--- src/rtl/sg_pkg.sv ---
// Shared types for the scatter-gather chain builder.
// Assumes: width codes are fixed by the request interface (0,1,2 legal; 3 refused).
package sg_pkg;

    typedef enum logic [1:0] {
        W_BYTE = 2'd0,
        W_HALF = 2'd1,
        W_WORD = 2'd2,
        W_BAD  = 2'd3
    } width_e;

    typedef enum logic [1:0] {
        ST_IDLE = 2'd0,
        ST_LOOK = 2'd1,
        ST_DONE = 2'd2
    } state_e;

endpackage

--- src/rtl/sg_piece_calc.sv ---
// Piece calculator: given the page offset of the current virtual address and
// the bytes still to go, returns the size of the piece that ends at the next
// page boundary (or at the end of the transfer), its element count, and
// whether it is the final piece.
// Assumes: PAGE_BYTES is a power of two and no larger than 2**(LEN_W-1).
module sg_piece_calc
    import sg_pkg::*;
#(
    parameter int PAGE_BYTES = 4096,
    parameter int LEN_W      = 17,
    localparam int OFF_W     = $clog2(PAGE_BYTES)
) (
    input  logic [OFF_W-1:0] page_off,
    input  logic [LEN_W-1:0] remain,
    input  width_e           width,
    output logic [LEN_W-1:0] piece_bytes,
    output logic [LEN_W-1:0] piece_elems,
    output logic             is_last
);

    localparam logic [LEN_W-1:0] PAGE_L = LEN_W'(PAGE_BYTES);

    logic [LEN_W-1:0] room;

    // Bytes left in the current page, then clip to what remains of the transfer.
    always_comb begin
        room        = PAGE_L - LEN_W'(page_off);
        piece_bytes = (remain < room) ? remain : room;
        is_last     = (remain == piece_bytes);
    end

    // Convert the piece's byte size to elements of the chosen width.
    always_comb begin
        case (width)
            W_HALF:  piece_elems = piece_bytes >> 1;
            W_WORD:  piece_elems = piece_bytes >> 2;
            default: piece_elems = piece_bytes;
        endcase
    end

endmodule

--- src/rtl/sg_merge_judge.sv ---
// Merge judge: decides whether a freshly translated piece extends the current
// table entry, and supplies the merged element count.
// Assumes: prev_cnt is the element count of the entry being extended.
module sg_merge_judge #(
    parameter int ADDR_W       = 32,
    parameter int LEN_W        = 17,
    parameter int NARROW_LIMIT = 65536
) (
    input  logic              have_run,
    input  logic [ADDR_W-1:0] paddr,
    input  logic [ADDR_W-1:0] run_end,
    input  logic              narrow,
    input  logic [LEN_W-1:0]  prev_cnt,
    input  logic [LEN_W-1:0]  elems,
    output logic              merge,
    output logic [LEN_W-1:0]  merged_cnt
);

    localparam logic [LEN_W:0] LIMIT_L = (LEN_W + 1)'(NARROW_LIMIT);

    logic [LEN_W:0] sum;
    logic           fits;

    // Sum one bit wider than the count so the cap comparison cannot wrap.
    always_comb begin
        sum        = {1'b0, prev_cnt} + {1'b0, elems};
        fits       = !narrow || (sum <= LIMIT_L);
        merge      = have_run && (paddr == run_end) && fits;
        merged_cnt = sum[LEN_W-1:0];
    end

endmodule

--- src/rtl/sg_seg_table.sv ---
// Segment table: one address and one count register per entry, a single write
// port (address written only for a new entry), one count read port, and flat
// outputs of the whole table.
// Assumes: wr_idx and rd_idx stay below ENTRIES when used.
module sg_seg_table #(
    parameter int ENTRIES = 17,
    parameter int ADDR_W  = 32,
    parameter int LEN_W   = 17,
    parameter int IDX_W   = 5
) (
    input  logic                      clk,
    input  logic                      rst_n,
    input  logic                      wr_en,
    input  logic                      wr_new,
    input  logic [IDX_W-1:0]          wr_idx,
    input  logic [ADDR_W-1:0]         wr_addr,
    input  logic [LEN_W-1:0]          wr_cnt,
    input  logic [IDX_W-1:0]          rd_idx,
    output logic [LEN_W-1:0]          rd_cnt,
    output logic [ENTRIES*ADDR_W-1:0] flat_addr,
    output logic [ENTRIES*LEN_W-1:0]  flat_cnt
);

    logic [ADDR_W-1:0] addr_r [ENTRIES];
    logic [LEN_W-1:0]  cnt_r  [ENTRIES];

    for (genvar e = 0; e < ENTRIES; e++) begin : g_entry
        // Entry register: count on every write, address only when opening.
        always_ff @(posedge clk) begin
            if (!rst_n) begin
                addr_r[e] <= '0;
                cnt_r[e]  <= '0;
            end else if (wr_en && (wr_idx == IDX_W'(e))) begin
                cnt_r[e] <= wr_cnt;
                if (wr_new) begin
                    addr_r[e] <= wr_addr;
                end
            end
        end
        assign flat_addr[e*ADDR_W +: ADDR_W] = addr_r[e];
        assign flat_cnt[e*LEN_W +: LEN_W]    = cnt_r[e];
    end

    // Count read mux for the merge judge.
    always_comb begin
        rd_cnt = '0;
        for (int e = 0; e < ENTRIES; e++) begin
            if (rd_idx == IDX_W'(e)) begin
                rd_cnt = cnt_r[e];
            end
        end
    end

endmodule

--- src/rtl/sg_chain_builder.sv ---
// Scatter-gather chain builder top. Accepts a request while idle, checks it,
// then walks the transfer one page piece at a time: each piece is translated
// through the lookup port and either merged into the current entry or written
// as a new one. Pulses done (with err for refused requests) when finished.
// Assumes: the lookup responder holds xlat_paddr valid in the xlat_ack cycle;
// MAX_XFER is a multiple of PAGE_BYTES and ADDR_W >= LEN_W.
module sg_chain_builder
    import sg_pkg::*;
#(
    parameter int ADDR_W       = 32,
    parameter int PAGE_BYTES   = 4096,
    parameter int MAX_XFER     = 65536,
    parameter int NARROW_LIMIT = 65536,
    localparam int LEN_W       = $clog2(MAX_XFER) + 1,
    localparam int ENTRIES     = MAX_XFER / PAGE_BYTES + 1,
    localparam int IDX_W       = $clog2(ENTRIES)
) (
    input  logic                      clk,
    input  logic                      rst_n,
    input  logic                      req_valid,
    input  logic [ADDR_W-1:0]         req_vaddr,
    input  logic [LEN_W-1:0]          req_bytes,
    input  logic [1:0]                req_width,
    input  logic                      req_narrow,
    output logic                      busy,
    output logic                      done,
    output logic                      err,
    output logic                      xlat_req,
    output logic [ADDR_W-1:0]         xlat_vaddr,
    input  logic                      xlat_ack,
    input  logic [ADDR_W-1:0]         xlat_paddr,
    output logic [ENTRIES*ADDR_W-1:0] seg_addr,
    output logic [ENTRIES*LEN_W-1:0]  seg_count,
    output logic [IDX_W-1:0]          last_idx
);

    localparam int OFF_W = $clog2(PAGE_BYTES);
    localparam logic [LEN_W-1:0] MAX_L = LEN_W'(MAX_XFER);

    state_e            state_q;
    logic [ADDR_W-1:0] vaddr_q;
    logic [LEN_W-1:0]  remain_q;
    width_e            width_q;
    logic              narrow_q;
    logic              have_run_q;
    logic [ADDR_W-1:0] run_end_q;
    logic [IDX_W-1:0]  idx_q;
    logic              err_q;

    logic [LEN_W-1:0]  piece_bytes;
    logic [LEN_W-1:0]  piece_elems;
    logic              is_last;
    logic              merge;
    logic [LEN_W-1:0]  merged_cnt;
    logic [LEN_W-1:0]  cur_cnt;
    logic [IDX_W-1:0]  new_idx;
    logic              take;
    logic              bad_req;
    width_e            req_w;

    sg_piece_calc #(
        .PAGE_BYTES (PAGE_BYTES),
        .LEN_W      (LEN_W)
    ) u_piece (
        .page_off    (vaddr_q[OFF_W-1:0]),
        .remain      (remain_q),
        .width       (width_q),
        .piece_bytes (piece_bytes),
        .piece_elems (piece_elems),
        .is_last     (is_last)
    );

    sg_merge_judge #(
        .ADDR_W       (ADDR_W),
        .LEN_W        (LEN_W),
        .NARROW_LIMIT (NARROW_LIMIT)
    ) u_merge (
        .have_run   (have_run_q),
        .paddr      (xlat_paddr),
        .run_end    (run_end_q),
        .narrow     (narrow_q),
        .prev_cnt   (cur_cnt),
        .elems      (piece_elems),
        .merge      (merge),
        .merged_cnt (merged_cnt)
    );

    sg_seg_table #(
        .ENTRIES (ENTRIES),
        .ADDR_W  (ADDR_W),
        .LEN_W   (LEN_W),
        .IDX_W   (IDX_W)
    ) u_table (
        .clk       (clk),
        .rst_n     (rst_n),
        .wr_en     (take),
        .wr_new    (!merge),
        .wr_idx    (merge ? idx_q : new_idx),
        .wr_addr   (xlat_paddr),
        .wr_cnt    (merge ? merged_cnt : piece_elems),
        .rd_idx    (idx_q),
        .rd_cnt    (cur_cnt),
        .flat_addr (seg_addr),
        .flat_cnt  (seg_count)
    );

    // Request screening and per-piece control terms.
    always_comb begin
        req_w   = width_e'(req_width);
        bad_req = (req_bytes == '0) || (req_bytes > MAX_L) ||
                  (req_w == W_BAD) || (req_narrow && (req_w == W_WORD));
        take    = (state_q == ST_LOOK) && xlat_ack;
        new_idx = have_run_q ? (idx_q + 1'b1) : '0;
    end

    // Sequencer: accept, walk pieces on each lookup answer, then signal done.
    always_ff @(posedge clk) begin
        if (!rst_n) begin
            state_q    <= ST_IDLE;
            vaddr_q    <= '0;
            remain_q   <= '0;
            width_q    <= W_BYTE;
            narrow_q   <= 1'b0;
            have_run_q <= 1'b0;
            run_end_q  <= '0;
            idx_q      <= '0;
            err_q      <= 1'b0;
        end else begin
            case (state_q)
                ST_IDLE: begin
                    if (req_valid) begin
                        vaddr_q    <= req_vaddr;
                        remain_q   <= req_bytes;
                        width_q    <= req_w;
                        narrow_q   <= req_narrow;
                        have_run_q <= 1'b0;
                        err_q      <= bad_req;
                        state_q    <= bad_req ? ST_DONE : ST_LOOK;
                    end
                end
                ST_LOOK: begin
                    if (xlat_ack) begin
                        vaddr_q    <= vaddr_q + ADDR_W'(piece_bytes);
                        remain_q   <= remain_q - piece_bytes;
                        run_end_q  <= xlat_paddr + ADDR_W'(piece_bytes);
                        have_run_q <= 1'b1;
                        if (!merge) begin
                            idx_q <= new_idx;
                        end
                        if (is_last) begin
                            state_q <= ST_DONE;
                        end
                    end
                end
                ST_DONE: begin
                    state_q <= ST_IDLE;
                end
                default: begin
                    state_q <= ST_IDLE;
                end
            endcase
        end
    end

    // Output decode from the sequencer state.
    always_comb begin
        busy       = (state_q != ST_IDLE);
        done       = (state_q == ST_DONE);
        err        = done && err_q;
        xlat_req   = (state_q == ST_LOOK);
        xlat_vaddr = vaddr_q;
        last_idx   = idx_q;
    end

endmodule

--- config.mk ---
export PLATFORM = sky130hd
export DESIGN_NAME = sg_chain_builder
export DESIGN_NICKNAME = d
export VERILOG_FILES = /design/src/rtl/sg_pkg.sv /design/src/rtl/sg_piece_calc.sv /design/src/rtl/sg_merge_judge.sv /design/src/rtl/sg_seg_table.sv /design/src/rtl/sg_chain_builder.sv
export SDC_FILE = /design/constraint.sdc
export NUM_CORES = 2
export LEC_CHECK = 0
export CORE_MARGIN = 5
export CORE_UTILIZATION = 30
export CTS_CLUSTER_SIZE = 40
export DETAILED_ROUTE_END_ITERATION = 10
export GPL_TIMING_DRIVEN = 0
export PLACE_DENSITY = 0.66
export SYNTH_ARGS = -nofsm -noshare
export SYNTH_HDL_FRONTEND = slang
export SYNTH_HIERARCHICAL = 1
export SYNTH_SLANG_ARGS = --single-unit
--- constraint.sdc ---
create_clock -name clk -period 10.2 [get_ports clk]
set_clock_uncertainty 0.2 [all_clocks]
set_input_delay 2.04 -clock clk [delete_from_list [all_inputs] [get_ports clk]]
set_output_delay 2.04 -clock clk [all_outputs]
set_load 0.005 [all_outputs]
==> summary.json <==
{
  "status": {
    "outcome": "finished clean"
  },
  "setup_path": {
    "critical_path_buf_inv_count": 4,
    "rr_worst_depth": 31,
    "worstSetupPathDepth": 31,
    "worst_setup_path_type": "reg -> reg",
    "r2r_end": "u_table/cnt_r[12][1]$_SDFFCE_PN0P_",
    "reg2reg_setup_slack_ns": 0.11,
    "cpPeakStageDelay_ns": 0.77,
    "critical_path_launch_point_type": "flop",
    "cp_max_fo": 17,
    "worstReg2RegStart": "xlat_vaddr[4]$_SDFFE_PN0P_",
    "crit_path_dat_ns": 10.21,
    "end_kind": "flop",
    "worst_path_max_delay_cell": "sky130_fd_sc_hd__o21ai_4",
    "worstPathRequired_ns": 10.32,
    "cp_top_delay_family": "compound AO/OA/AOI/OAI gates"
  },
  "logic_synthesis": {
    "synth-async-reset-ratio_pct": 0,
    "synth-edff-count": 833,
    "yosysWarnings": 6,
    "synth_cell_types": 111,
    "synth_top_cells_by_area": "sky130_fd_sc_hd__edfxtp_1 (57%), sky130_fd_sc_hd__and2_1 (12%), sky130_fd_sc_hd__dfxtp_1 (4.2%), sky130_fd_sc_hd__ha_1 (2.4%), sky130_fd_sc_hd__a21oi_1 (2.2%)",
    "synthesis.area_um2": 43900,
    "syn_avg_cell_area_um2": 12.1,
    "top_flip_flop_cell_by_instance_count_after_synthesis": "sky130_fd_sc_hd__edfxtp_1",
    "netlist.area_leader.share_pct": 57.0,
    "synth.yosys.seq_area_share_pct": 61.3,
    "synthesized_instance_count": 3610,
    "synth_top_area_cell": "sky130_fd_sc_hd__edfxtp_1",
    "number_of_register_bits_inferred_by_synthesis": 926
  },
  "power_and_ir_drop": {
    "total_power_mw": 10.2,
    "cellLeakagePower_nw": 22.7,
    "power-per-cell-area_nw_per_um2": 166,
    "vdd.ir_drop.worst_uv": 132
  },
  "cells_and_area": {
    "layout_commonest_cell": "sky130_fd_sc_hd__clkdlybuf4s50_1",
    "areaGrowthSynthToFinish_pct": 39.7,
    "final_layout_size_suffix_gt1_share_pct": 10.6,
    "final_cell_mix": "sky130_fd_sc_hd__clkdlybuf4s50_1 (961), sky130_fd_sc_hd__edfxtp_1 (833), sky130_fd_sc_hd__and2_1 (811)",
    "design.final.nets": 4949,
    "final_design_area_no_fill_um2": 61300,
    "final_util_pct": 42.1
  },
  "die": {
    "num_ports": 962,
    "initial_core_utilization_pct": 30.1,
    "core_area_um2": 146000,
    "floorplan.rows": 140,
    "die_y_um": 392,
    "die-area_um2": 154000,
    "die_x_um": 392
  },
  "place": {
    "port_buffers": 961,
    "place_area_um2": 57000,
    "dpl.hpwl_um": 166000,
    "globalplace.congestion": 0.953
  },
  "worst_hold_path": {
    "min-delay-start": "run_end_q[11]$_SDFFE_PN0P_",
    "hold_path_end": "run_end_q[11]$_SDFFE_PN0P_",
    "worstHoldPathCells": 2,
    "min_path_type": "reg -> reg"
  },
  "sta": {
    "fmax_mhz": 99.1,
    "finalSetupViolCount": 0,
    "finalCritPeriodShare_pct": 98.9,
    "worst_hold_slack_ns": 0.266,
    "least_margin_pin_slew_ns": 1.27,
    "slew_headroom_pct": 15.4,
    "finalHoldViolations": 0,
    "final_period_minus_worst_setup_slack_ns": 10.09,
    "final_max_slew_viol_count": 0
  },
  "detailed_routing": {
    "drt_pre_antenna_iters": 8,
    "avgViaCountPerCell": 5.23,
    "via_count": 35500,
    "routed_wire_length_per_instance_um": 31.2,
    "drt-initial-drc-count": 3794,
    "postRouteAntennaNets": 0,
    "drc": 0,
    "detail_route.wirelength_um": 211000
  },
  "clock_network": {
    "cts-root-buf": "sky130_fd_sc_hd__clkbuf_16",
    "numCtsBuffers": 103,
    "cts.reportedPaths.clkPinSlew_ns": 0.06,
    "clock_latency_ns": 0.74,
    "cts_max_level": 3,
    "clock-sinks": 926,
    "ctsLongestPathBuffers": 3,
    "cts_tree": "built"
  },
  "global_route": {
    "global_route_wire_length_before_repair_um": 282000,
    "grt_pass1_vias": 33900,
    "grt_use_total_pct": 26.3,
    "grt_start_max_net_pins": 22,
    "grt_antenna_before_repair": 16,
    "overflow": 0
  },
  "run": {
    "max_cap_violations": 0
  }
}
logic make-up (layout without fill, tap and decap cells):
family	after synthesis	after routing	share of synthesized area [%]
and+or+nand+nor	1455	1455	19.2
DFF	926	926	61.3
AOI/OAI and AO/OA	645	646	9.49
buffers and inverters	313	1555	3.09
xor gates and xnor gates	114	114	2.42
adders and majority gates	87	87	2.55
muxes	69	69	2.01
other	1	14	0.00855
synth_stat cells (all sizes together), types with 17 or more instances:
cell type and instances:
or3 18, o211ai 17, mux2i 27, nor2b 20, nor3 38, o22ai 24, nor4 17, nor2 160
a211oi 36, clkbuf 180, o21ai 153, o31ai 27, and2 811, and3 60, xnor2 51, nand2 181
inv 69, a31oi 19, edfxtp 833, ha 83, xor2 61, nand4 23, buf 62, a21o 27
nand3 50, dfxtp 93, nand2b 20, a22oi 23, o221ai 17, mux2 30, a21oi 192
worst max path at each step:
stage | endpoint | start | slack [ns]
after global routing | u_table/addr_r[5][6]$_SDFFCE_PN0P_ | xlat_vaddr[0]$_SDFFE_PN0P_ | -0.09
after CTS | u_table/addr_r[6][24]$_SDFFCE_PN0P_ | xlat_vaddr[8]$_SDFFE_PN0P_ | 0.03
after detailed placement | u_table/addr_r[3][25]$_SDFFCE_PN0P_ | xlat_vaddr[4]$_SDFFE_PN0P_ | -1.61
final | u_table/cnt_r[12][1]$_SDFFCE_PN0P_ | xlat_vaddr[4]$_SDFFE_PN0P_ | 0.11
after floorplan | u_table/addr_r[9][0]$_SDFFCE_PN0P_ | xlat_vaddr[4]$_SDFFE_PN0P_ | -0.41
after global placement | u_table/addr_r[13][22]$_SDFFCE_PN0P_ | xlat_vaddr[4]$_SDFFE_PN0P_ | -5.69
state kept, by name (all words and copies together), names as in the netlist, 2 cells and up:
name,cells
state_q,2
last_idx,5
width_q,2
run_end_q,32
u_table/cnt_r,289
remain_q,17
xlat_vaddr,32
u_table/addr_r,544
layer usage:
layer / global-route usage [%] / wire length [um] / up-vias
met5: 0 / 41 / -
met4: 13.6 / 12700 / 6
met3: 5.61 / 18800 / 452
met2: 44.8 / 102000 / 2124
met1: 31.4 / 77600 / 17500
li1: - / - / 15400
stage by stage:
step | cells | setup TNS, ns | worst slack [ns]
after detailed placement | 6541 | -1743.36 | -1.61
after floorplan | 3617 | -96.68 | -0.407
after global placement | 6495 | -3828.74 | -5.69
after global routing | 6777 | -22.32 | -0.0918
final | 6783 | 0 | 0.111
after CTS | 6763 | 0 | 0.0281
layout make-up:
type,count,area (um2)
Antenna cell,6,15.0
Sequential cell,926,26900
Timing Repair Buffer,1053,10900
Clock inverter,72,721
Buffer,240,1150
Clock buffer,119,2660
Inverter,71,267
Multi-Input combinational cell,2379,16200
Fill cell,13600,84300
Tap cell,1917,2400
tightest hold or removal path, stage by stage (launching register included):
cell,delay [ns]
sky130_fd_sc_hd__dfxtp_1,0.31
sky130_fd_sc_hd__nand2_1,0.05
sky130_fd_sc_hd__a21oi_1,0.05
power by group:
group / switching, mW / internal, mW
Combinational: 1.22 / 0.798
Clock: 1.65 / 2.11
Sequential: 0.126 / 4.27
timing repair:
action / CTS / global route
hold buffers: 0 / 0
setup buffers: 33 / 13
endpoints found under the setup margin: 1666 / 1624
cloned: 0 / 1
pin swaps: 15 / 9
hold endpoints to repair: 0 / 0
resized for setup: 71 / 53
(Power assumes the default switching activity.)
